### config.mk
export PLATFORM = sky130hd
export DESIGN_NAME = trig_regfile
export DESIGN_NICKNAME = d
export VERILOG_FILES = /design/src/rtl/trf_pkg.sv /design/src/rtl/trf_fifo.sv /design/src/rtl/trf_pending.sv /design/src/rtl/trf_bank.sv /design/src/rtl/trig_regfile.sv
export SDC_FILE = /design/constraint.sdc
export NUM_CORES = 2
export LEC_CHECK = 0
export BUFFER_PORTS_ARGS = -buffer_cell sky130_fd_sc_hd__buf_2
export CORE_MARGIN = 5
export CORE_UTILIZATION = 40
export CTS_CLUSTER_SIZE = 8
export DETAILED_ROUTE_END_ITERATION = 8
export GPL_ROUTABILITY_DRIVEN = 0
export GPL_TIMING_DRIVEN = 0
export PLACE_DENSITY = 0.64
export SLEW_MARGIN = 0
export SYNTH_ARGS = -nofsm -noshare
export SYNTH_HDL_FRONTEND = slang
export SYNTH_SLANG_ARGS = --single-unit
### constraint.sdc
create_clock -name clk -period 5.5 [get_ports clk]
set_clock_uncertainty 0.2 [all_clocks]
set_input_delay 0.275 -clock clk [delete_from_list [all_inputs] [get_ports clk]]
set_output_delay 0.275 -clock clk [all_outputs]
set_load 0.02 [all_outputs]
### src/rtl/trf_pkg.sv
package trf_pkg;
  typedef enum logic [1:0] {
    BANK_ADDR  = 2'd0,
    BANK_INDEX = 2'd1,
    BANK_DATA  = 2'd2,
    BANK_NONE  = 2'd3
  } bank_e;
endpackage

### src/rtl/trf_fifo.sv
module trf_fifo #(
  parameter int W     = 8,
  parameter int DEPTH = 4
) (
  input  logic         clk,
  input  logic         rst_n,
  input  logic         push,
  input  logic [W-1:0] pdata,
  input  logic         pop,
  output logic [W-1:0] qdata,
  output logic         empty,
  output logic         full
);
  localparam int PW = (DEPTH > 1) ? $clog2(DEPTH) : 1;
  localparam int CW = $clog2(DEPTH + 1);

  logic [W-1:0]  slot [DEPTH];
  logic [PW-1:0] wp, rp;
  logic [CW-1:0] cnt;
  logic          do_push, do_pop;

  assign empty   = (cnt == '0);
  assign full    = (cnt == CW'(DEPTH));
  assign do_push = push && !full;
  assign do_pop  = pop && !empty;
  assign qdata   = slot[rp];

  always_ff @(posedge clk) begin
    if (do_push) slot[wp] <= pdata;
  end

  always_ff @(posedge clk) begin
    if (!rst_n) begin
      wp  <= '0;
      rp  <= '0;
      cnt <= '0;
    end else begin
      if (do_push) wp <= (wp == PW'(DEPTH - 1)) ? '0 : wp + 1'b1;
      if (do_pop)  rp <= (rp == PW'(DEPTH - 1)) ? '0 : rp + 1'b1;
      case ({do_push, do_pop})
        2'b10:   cnt <= cnt + 1'b1;
        2'b01:   cnt <= cnt - 1'b1;
        default: cnt <= cnt;
      endcase
    end
  end
endmodule

### src/rtl/trf_pending.sv
module trf_pending #(
  parameter int NREG = 8,
  parameter int CW   = 4
) (
  input  logic            clk,
  input  logic            rst_n,
  input  logic [NREG-1:0] inc,
  input  logic [NREG-1:0] dec,
  output logic [NREG-1:0] busy
);
  for (genvar g = 0; g < NREG; g++) begin : g_cnt
    logic [CW-1:0] cnt_q;
    always_ff @(posedge clk) begin
      if (!rst_n) cnt_q <= '0;
      else begin
        case ({inc[g], dec[g]})
          2'b10:   cnt_q <= cnt_q + 1'b1;
          2'b01:   cnt_q <= cnt_q - 1'b1;
          default: cnt_q <= cnt_q;
        endcase
      end
    end
    assign busy[g] = (cnt_q != '0);
  end
endmodule

### src/rtl/trf_bank.sv
module trf_bank #(
  parameter int W     = 18,
  parameter int NREG  = 8,
  parameter bit ZERO0 = 1'b0,
  localparam int IW   = $clog2(NREG)
) (
  input  logic                    clk,
  input  logic                    rst_n,
  input  logic                    a_we,
  input  logic [IW-1:0]           a_idx,
  input  logic [W-1:0]            a_d,
  input  logic                    b_we,
  input  logic [IW-1:0]           b_idx,
  input  logic [W-1:0]            b_d,
  output logic [NREG-1:0][W-1:0]  q
);
  for (genvar g = 0; g < NREG; g++) begin : g_reg
    if (ZERO0 && g == 0) begin : g_zero
      assign q[g] = '0;
    end else begin : g_store
      always_ff @(posedge clk) begin
        if (!rst_n)                           q[g] <= '0;
        else if (b_we && b_idx == IW'(g))     q[g] <= b_d;
        else if (a_we && a_idx == IW'(g))     q[g] <= a_d;
      end
    end
  end
endmodule

### src/rtl/trig_regfile.sv
module trig_regfile #(
  parameter int AW        = 18,
  parameter int DW        = 60,
  parameter int NREG      = 8,
  parameter int LOAD_LO   = 1,
  parameter int LOAD_HI   = 5,
  parameter int REQ_DEPTH = 4,
  parameter int RET_DEPTH = 4,
  localparam int IW       = $clog2(NREG)
) (
  input  logic          clk,
  input  logic          rst_n,
  input  logic          wr_valid,
  output logic          wr_ready,
  input  logic [1:0]    wr_sel,
  input  logic [IW-1:0] wr_idx,
  input  logic [DW-1:0] wr_data,
  input  logic [1:0]    rd_sel,
  input  logic [IW-1:0] rd_idx,
  output logic [DW-1:0] rd_data,
  output logic          rd_stall,
  output logic          mem_req_valid,
  input  logic          mem_req_ready,
  output logic          mem_req_write,
  output logic [AW-1:0] mem_req_addr,
  output logic [DW-1:0] mem_req_wdata,
  input  logic          mem_rsp_valid,
  input  logic [DW-1:0] mem_rsp_data
);
  import trf_pkg::*;

  localparam int EW  = 1 + IW + AW + DW;
  localparam int PCW = $clog2(REQ_DEPTH + RET_DEPTH + 1);

  logic [NREG-1:0][AW-1:0] addr_q, index_q;
  logic [NREG-1:0][DW-1:0] data_q;
  logic [NREG-1:0]         busy, inc_v, dec_v;

  logic          wr_fire, addr_we, index_we, data_we;
  logic          trig_load, trig_store;
  logic          rq_empty, rq_full, rq_pop;
  logic [EW-1:0] rq_in, rq_head;
  logic          head_store;
  logic [IW-1:0] head_idx;
  logic          tq_empty, tq_full, rsp_take;
  logic [IW-1:0] tq_head;

  assign wr_ready = !rq_full;
  assign wr_fire  = wr_valid && wr_ready;
  assign addr_we  = wr_fire && (bank_e'(wr_sel) == BANK_ADDR);
  assign index_we = wr_fire && (bank_e'(wr_sel) == BANK_INDEX);
  assign data_we  = wr_fire && (bank_e'(wr_sel) == BANK_DATA);

  assign trig_load  = addr_we && (wr_idx >= IW'(LOAD_LO)) && (wr_idx <= IW'(LOAD_HI));
  assign trig_store = addr_we && (wr_idx > IW'(LOAD_HI));

  trf_bank #(.W(AW), .NREG(NREG), .ZERO0(1'b0)) u_addr (
    .clk, .rst_n,
    .a_we(addr_we), .a_idx(wr_idx), .a_d(wr_data[AW-1:0]),
    .b_we(1'b0), .b_idx('0), .b_d('0),
    .q(addr_q)
  );

  trf_bank #(.W(AW), .NREG(NREG), .ZERO0(1'b1)) u_index (
    .clk, .rst_n,
    .a_we(index_we), .a_idx(wr_idx), .a_d(wr_data[AW-1:0]),
    .b_we(1'b0), .b_idx('0), .b_d('0),
    .q(index_q)
  );

  trf_bank #(.W(DW), .NREG(NREG), .ZERO0(1'b0)) u_data (
    .clk, .rst_n,
    .a_we(data_we), .a_idx(wr_idx), .a_d(wr_data),
    .b_we(rsp_take), .b_idx(tq_head), .b_d(mem_rsp_data),
    .q(data_q)
  );

  // request entry: {store, register, address, captured store word}
  assign rq_in = {trig_store, wr_idx, wr_data[AW-1:0], data_q[wr_idx]};

  trf_fifo #(.W(EW), .DEPTH(REQ_DEPTH)) u_reqq (
    .clk, .rst_n,
    .push(trig_load || trig_store), .pdata(rq_in),
    .pop(rq_pop), .qdata(rq_head),
    .empty(rq_empty), .full(rq_full)
  );

  assign head_store    = rq_head[EW-1];
  assign head_idx      = rq_head[EW-2 -: IW];
  assign mem_req_addr  = rq_head[DW +: AW];
  assign mem_req_wdata = rq_head[DW-1:0];
  assign mem_req_write = head_store;
  assign mem_req_valid = !rq_empty && (head_store || !tq_full);
  assign rq_pop        = mem_req_valid && mem_req_ready;

  trf_fifo #(.W(IW), .DEPTH(RET_DEPTH)) u_tagq (
    .clk, .rst_n,
    .push(rq_pop && !head_store), .pdata(head_idx),
    .pop(rsp_take), .qdata(tq_head),
    .empty(tq_empty), .full(tq_full)
  );

  assign rsp_take = mem_rsp_valid && !tq_empty;

  always_comb begin
    for (int i = 0; i < NREG; i++) begin
      inc_v[i] = trig_load && (wr_idx == IW'(i));
      dec_v[i] = rsp_take && (tq_head == IW'(i));
    end
  end

  trf_pending #(.NREG(NREG), .CW(PCW)) u_pend (
    .clk, .rst_n, .inc(inc_v), .dec(dec_v), .busy(busy)
  );

  always_comb begin
    rd_data  = '0;
    rd_stall = 1'b0;
    case (bank_e'(rd_sel))
      BANK_ADDR:  rd_data = DW'(addr_q[rd_idx]);
      BANK_INDEX: rd_data = DW'(index_q[rd_idx]);
      BANK_DATA: begin
        rd_data  = data_q[rd_idx];
        rd_stall = busy[rd_idx];
      end
      default:    rd_data = '0;
    endcase
  end
endmodule

# After elaboration in Yosys (flattened, before gate mapping)
# Memory sizes are Yosys's and may differ from the RTL's. A register that Yosys moved wholly into a read port is not among the register bits.
# Index checks and enable logic that the tools add are counted.
dict set report op_classes {
  addsub 24
  n_eq_ne 44
  reduce_logical 93
  mux 50
  order_cmp 5
}
# cell count
set ops {}
lappend ops {{60-bit two-way mux} 18}
lappend ops {{60-bit binary-select mux with 3-bit select} 2}
lappend ops {{60-bit one-hot mux with 3 select lines} 1}
lappend ops {{18-bit binary-select mux with 3-bit select} 2}
lappend ops {{4-bit one-hot mux with 2 select lines} 8}
lappend ops {{1-bit logical AND} 54}
lappend ops {{18-bit two-way mux} 2}
lappend ops {{2-bit nonzero test} 18}
lappend ops {{4-bit by 1-bit adder with 4-bit output (second input constant)} 8}
lappend ops {{2-bit equality test (second input constant)} 16}
lappend ops {{4-bit nonzero test} 8}
lappend ops {{4-bit by 1-bit subtractor with 4-bit output (second input constant)} 8}
lappend ops {{3-bit equality test (second input constant)} 10}
lappend ops {{2-bit by 1-bit equality test with 1-bit output (second input constant)} 12}
lappend ops {{2-bit two-way mux} 8}
lappend ops {{3-bit by 2-bit equality test with 1-bit output (second input constant)} 4}
lappend ops {{3-bit logical NOT} 4}
lappend ops {{3-bit one-hot mux with 2 select lines} 2}
lappend ops {{2-bit by 1-bit adder with 2-bit output (second input constant)} 4}
lappend ops {{3-bit by 4-bit < comparator with 1-bit output (second input constant)} 2}
lappend ops {{3-bit by 1-bit adder with 3-bit output (second input constant)} 2}
lappend ops {{3-bit by 1-bit equality test with 1-bit output (second input constant)} 2}
lappend ops {{1-bit two-way mux} 6}
lappend ops {{3-bit by 1-bit subtractor with 3-bit output (second input constant)} 2}
lappend ops {{other kinds (7)} 13}
dict set report totals {
  ff_bits 796
  ram_bits 340
  memories 2
  inputBits 135
  out_inout_bits 142
}
# name words width read_ports rd_clocked_by_memory_dff wr line_no
set mem_list {}
lappend mem_list {u_reqq.slot 4 82 1 1 1 trf_fifo.sv:17} ;# logic [W-1:0] slot [DEPTH];
lappend mem_list {u_tagq.slot 4 3 1 1 1 trf_fifo.sv:17}

# Depth between registers and ports, before layout
dict set report depth {
  depth_word 10
  ltp_mapped 13
  depth_no_buf 11
}

# By module
# From an unflattened synthesis, not the netlist that was laid out.
dict set report unflattened {
  hier_cells 5994
  area_unflattened_um2 58129.5
}
# module n_inst cells_per_inst area_each_um2 seq_area_each_um2
set by_module_without_submodules {}
lappend by_module_without_submodules {{trf_bank at u_data} 1 2752 20388.3 9609.2}
lappend by_module_without_submodules {{trf_fifo at u_reqq} 1 484 12405.6 10029.6}
lappend by_module_without_submodules {trig_regfile 1 865 10147.2 0.0}
lappend by_module_without_submodules {{trf_bank at u_addr} 1 841 6377.4 2882.8}
lappend by_module_without_submodules {{trf_bank at u_index} 1 740 5708.0 2522.4}
lappend by_module_without_submodules {trf_pending 1 241 2180.8 640.6}
lappend by_module_without_submodules {{trf_fifo at u_tagq} 1 71 922.1 540.5}

# Worst setup path before layout
# OpenSTA, ideal clock, no wires.
dict set report synth_path {
  path_type {register -> register}
  start {register u_reqq.cnt[2]}
  end {memory u_reqq.slot[0][0] in the netlist's numbering (enable)}
  arrival_ps 3324
  required_time_ps 4851
  setup_slack_ps 1527
  n_path_buf 2
  stages_incl_launch_ff 6
  path_cell_list {dfxtp_1 > nor3b_2 > buf_2 > buf_2 > nor4b_2 > and2_1}
}
dict set report synth_between {
  elab_chain_len 10
  word_cells_on_any_way 11
  classes_between {eq/ne: 1; mux: 2; reduce/logical: 8}
}
# item line_no
set synth_rtl {}
lappend synth_rtl {{from (decl)} trf_fifo.sv:19} ;# logic [CW-1:0] cnt;
lappend synth_rtl {{from (signal assigned)} trf_fifo.sv:41} ;# 2'b10: cnt <= cnt + 1'b1;
lappend synth_rtl {{from (signal assigned)} trf_fifo.sv:42} ;# 2'b01: cnt <= cnt - 1'b1;
lappend synth_rtl {{from (signal assigned)} trf_fifo.sv:43} ;# default: cnt <= cnt;
lappend synth_rtl {{3-bit equality test *} trf_fifo.sv:23} ;# assign full = (cnt == CW'(DEPTH));
lappend synth_rtl {{1-bit logical NOT *} {trf_fifo.sv:24, trig_regfile.sv:48}}
lappend synth_rtl {{1-bit logical AND} trig_regfile.sv:49} ;# assign wr_fire = wr_valid && wr_ready;
lappend synth_rtl {{1-bit logical AND} trig_regfile.sv:50} ;# assign addr_we = wr_fire && (bank_e'(wr_sel) == BANK_ADDR);
lappend synth_rtl {{1-bit logical AND (2 in a row)} trig_regfile.sv:54} ;# assign trig_load = addr_we && (wr_idx >= IW'(LOAD_LO)) && (wr_idx <= IW'(LOAD_HI));
lappend synth_rtl {{1-bit logical OR} trig_regfile.sv:83} ;# .push(trig_load || trig_store), .pdata(rq_in),
lappend synth_rtl {{1-bit logical AND *} trf_fifo.sv:24} ;# assign do_push = push && !full;
lappend synth_rtl {{1-bit two-way mux *} trf_fifo.sv:29} ;# if (do_push) slot[wp] <= pdata;
lappend synth_rtl {{1-bit two-way mux (not written as such) *} trf_fifo.sv:29}
lappend synth_rtl {{to (decl)} trf_fifo.sv:17}
# Every way passes the cells marked *; elsewhere a longest branch is shown, timed or not.

# Final worst setup path
dict set report layout_path {
  start {input port rd_idx[1]}
  end {output port rd_data[7]}
}
dict set report layout_between {
  elab_chain_len 3
  word_cells_on_any_way 7
  classes_between {mux: 7}
}
# item line_no
set layout_rtl {}
lappend layout_rtl {{from (decl)} trig_regfile.sv:19} ;# input logic [IW-1:0] rd_idx,
lappend layout_rtl {{60-bit binary-select mux with 3-bit select, or another cell as far along} trig_regfile.sv:123} ;# rd_data = data_q[rd_idx];
lappend layout_rtl {{60-bit two-way mux (not written as such), or another cell as far along} trig_regfile.sv:123}
lappend layout_rtl {{60-bit one-hot mux with 3 select lines *} trig_regfile.sv:119} ;# case (bank_e'(rd_sel))
lappend layout_rtl {{to (decl)} trig_regfile.sv:20} ;# output logic [DW-1:0] rd_data,
# Every way passes the cells marked *; elsewhere a longest branch is shown, timed or not. The select of a mux whose other input is x is not followed.

==> flow_summary.ini <==
[status]
status = complete, but fails checks
violations = max-capacitance violations, max-slew violations

[routing]
drc = 0
vias_per_cell = 5.99
ant_nets = 0
wl_per_cell_um = 27.4
vias = 43500
drt_wl_total_mm = 199
drt_iter0_drc = 5091
dr.pass1.iters = 8

[global_route]
antenna_found_initial = 39
track_usage = 0.262
grt_pass1_vias = 42000
grt_pass1_wl_mm = 286
grt-ovfl-total = 0
grt_max_degree = 49

[place]
placed_area_mm2 = 0.0594
placed_cells = 6832
hpwl_mm = 136
portBuffers = 231
pre_cts_slack_ns = 0.924

[clock_network]
cts-root-buf = clkbuf_16
htreeDepth = 4
clk_path_buf_depth = 3
cts_tree = yes
cts_setup_buffers = 0
clk_pin_slew_ns = 0.05
cts_resized = 0
cts_buffers = 161
clkLatencyLatePin_ns = 0.80
cts_sinks = 1140
cts_hold_buf = 174

[sta]
final-max-slew-violation-count = 21
slew_headroom = -0.0384
hold_viol_final = 0
post-route-period-util = 0.855
worst_pin_slew_ns = 1.55
layout_min_cycle_time_ns = 4.70
setup_viol = 0
fmax_mhz = 213
rsz0062_at_grt = no
setup_ws_ns = 0.799

[power_and_ir_drop]
power_density_mw_per_mm2 = 322
p_sw_frac = 0.265
total_power_mw = 21.1
seqPwrFrac = 0.432
p_clk_frac = 0.435
comb_power_share = 0.133
p_leak_nw = 23.0
internal-power_mw = 15.5
switchingPower_mw = 5.59
ir_worst_vdd_mv = 0.286

[logic_synthesis]
synthMuxAreaShare = 0.312
synth_edf_count = 340
ys_warn_count = 0
synth-simple-area-share = 0.0439
synth_fa_ha_area_frac = 0.00880
synth-async-reset-ratio = 0
ys_ff_latch = 1140
synth_cell_type_count = 57
syn_inst = 4716
seq_area_frac_synth = 0.471
post_synth.cell_area_avg_um2 = 11.8
synth_top_family_by_area = multiplexers
syn-cell-area_mm2 = 0.0557
synth_ff_type = dfxtp_1
synth_compound_area_frac = 0.106
synth_xor_area_frac = 0.00440

[final_layout]
final_nets = 5467
drive_above_1_share = 0.214
seq_area_mm2 = 0.0262
finalInstanceArea_mm2 = 0.0657
multi_input_area_mm2 = 0.0265
area_delta_synth_final_pct = 17.9
fill_cells = 12600
fin_cells = 7267

[die]
dieArea_mm2 = 0.147
core_area_mm2 = 0.139
num_io_pins = 277
die_y_um = 383
die_w_um = 383
rows = 137
initial_utilization = 0.401

[setup_path]
worst-path-max-fanout = 10
arrival_ns = 4.23
worstSetupStartpointType = primary input
end_kind = output pin
cp_data_required_time_ns = 5.03
worstSetupPathType = in -> out

[run]
drv_cap = 2

[min_path]
min-delay-path-class = in -> reg
[state kept, by name, summed over array words and instances (netlist names), named ones only]
| register | cells |
|---|---|
| u_data.q | 480 |
| u_tagq.wp | 2 |
| u_tagq.cnt | 3 |
| u_reqq.wp | 2 |
| u_reqq.slot | 328 |
| u_addr.q | 144 |
| u_pend.g_cnt.cnt_q | 32 |
| u_reqq.cnt | 3 |
| u_tagq.slot | 12 |
| u_reqq.rp | 2 |
| u_index.q | 126 |
| u_tagq.rp | 2 |
[final cells by class]
cell class                      instances  area share
Buffer                                560      0.0441
Clock inverter                         11     0.00248
Tap cell                             1876      0.0357
Clock buffer                          225      0.0664
Antenna cell                           24    0.000914
Timing Repair Buffer                  410      0.0459
Sequential cell                      1140       0.399
Multi-Input combinational cell       2980       0.403
Inverter                               41     0.00234
[worst paths after layout]
| kind | from | endpoint | slack, ns | depth (start not counted) |
|---|---|---|---|---|
| worst min-delay path | wr_sel[0] | u_index.q[76] | 0.10 | 5 |
| worst max-delay path | rd_idx[1] | rd_data[7] | 0.80 | 8 |
| worst min register to register | u_addr.q[59] | u_addr.q[59] | 0.26 | 2 |
| worst max register to register | u_tagq.cnt[2] | u_pend.g_cnt[7].cnt_q[2] | 0.81 | 13 |
[cells in the mapped netlist, types with 7 or more instances]
master | count | area share
inv_1 | 37 | 0.0025
buf_1 | 57 | 0.0038
a21oi_1 | 546 | 0.049
nand2b_1 | 12 | 0.0013
mux4_2 | 381 | 0.15
nor4_1 | 15 | 0.0017
clkbuf_1 | 255 | 0.017
ha_1 | 36 | 0.0081
nor3_1 | 12 | 0.0011
xor2_1 | 28 | 0.0044
o21ai_0 | 384 | 0.034
mux2i_1 | 790 | 0.14
buf_2 | 119 | 0.011
mux2_2 | 78 | 0.016
nand2_1 | 82 | 0.0055
nor2b_1 | 10 | 0.0011
buf_6 | 43 | 0.0087
o211ai_1 | 17 | 0.0023
a221oi_1 | 15 | 0.0024
nand3b_1 | 8 | 0.0011
edfxtp_1 | 340 | 0.18
or3_1 | 12 | 0.0013
dfxtp_1 | 800 | 0.29
nand3_1 | 10 | 0.00090
nor3b_1 | 7 | 0.00094
nor2_1 | 317 | 0.021
buf_4 | 86 | 0.012
a211o_1 | 11 | 0.0017
a22oi_1 | 18 | 0.0024
o21ai_1 | 120 | 0.011
and2_1 | 8 | 0.00090
[cell usage in the layout, fill, tap and decap left out, drive strengths merged, types with 18 or more instances in the layout]
cell type | synthesis | routed
mux4 | 381 | 381
ha | 36 | 36
mux2i | 790 | 790
clkbuf | 255 | 480
diode | 0 | 24
a21oi | 546 | 546
dfxtp | 800 | 800
inv | 39 | 42
o21ai | 504 | 504
a22oi | 18 | 18
nand2 | 82 | 82
mux2 | 78 | 78
xor2 | 28 | 28
dlygate4sd3 | 0 | 174
edfxtp | 340 | 340
buf | 305 | 541
nor2 | 317 | 317
[routing by layer]
| metal | up-vias | share of wire | global-route usage |
|---|---|---|---|
| met1 | 21700 | 0.40 | 0.349 |
| met2 | 2526 | 0.44 | 0.393 |
| li1 | 18800 | - | - |
| met4 | 24 | 0.044 | 0.117 |
| met5 | - | 0.00077 | 0 |
| met3 | 490 | 0.12 | 0.0809 |
[logic make-up (layout without fill, tap and decap cells)]
| kind of cell | after synthesis | count (layout) |
|---|---|---|
| multiplexers | 1249 | 1249 |
| AO/OA/AOI/OAI | 1129 | 1129 |
| flip-flops | 1140 | 1140 |
| other | 1 | 30 |
| XOR/XNOR | 28 | 28 |
| adder cells (fa/ha/maj) | 38 | 38 |
| buffers and inverters | 601 | 1247 |
| AND/OR/NAND/NOR | 530 | 530 |
[power groups by stage]
stage / logic (mW) / registers (mW) / clock network [mW]
2_1_floorplan: 1.79 / 9.23 / 0
3_3_place_gp: 2.64 / 9.28 / 0
3_5_place_dp: 2.67 / 9.29 / 0
4_1_cts: 2.79 / 9.12 / 9.27
5_1_grt: 2.98 / 9.15 / 9.63
6_report: 2.82 / 9.13 / 9.19
[per-stage QoR]
step	util	TNS, ns	hold slack, ns
final	0.473	0	0.101
after global routing	0.472	0	0.0881
after CTS	0.472	0	0.0399
after detailed placement	0.427	0	0.247
after global placement	0.426	-298.50	0.239
after floorplan	-	0	0.174
[critical path: stages]
cell and delay [ns]:
clkbuf_1 0.29, buf_2 0.39, clkbuf_1 0.97, clkbuf_1 1.11, a221oi_1 0.11, a211o_1 0.38
o211ai_1 0.35, buf_2 0.30
Power figures use the tool's default switching activity.
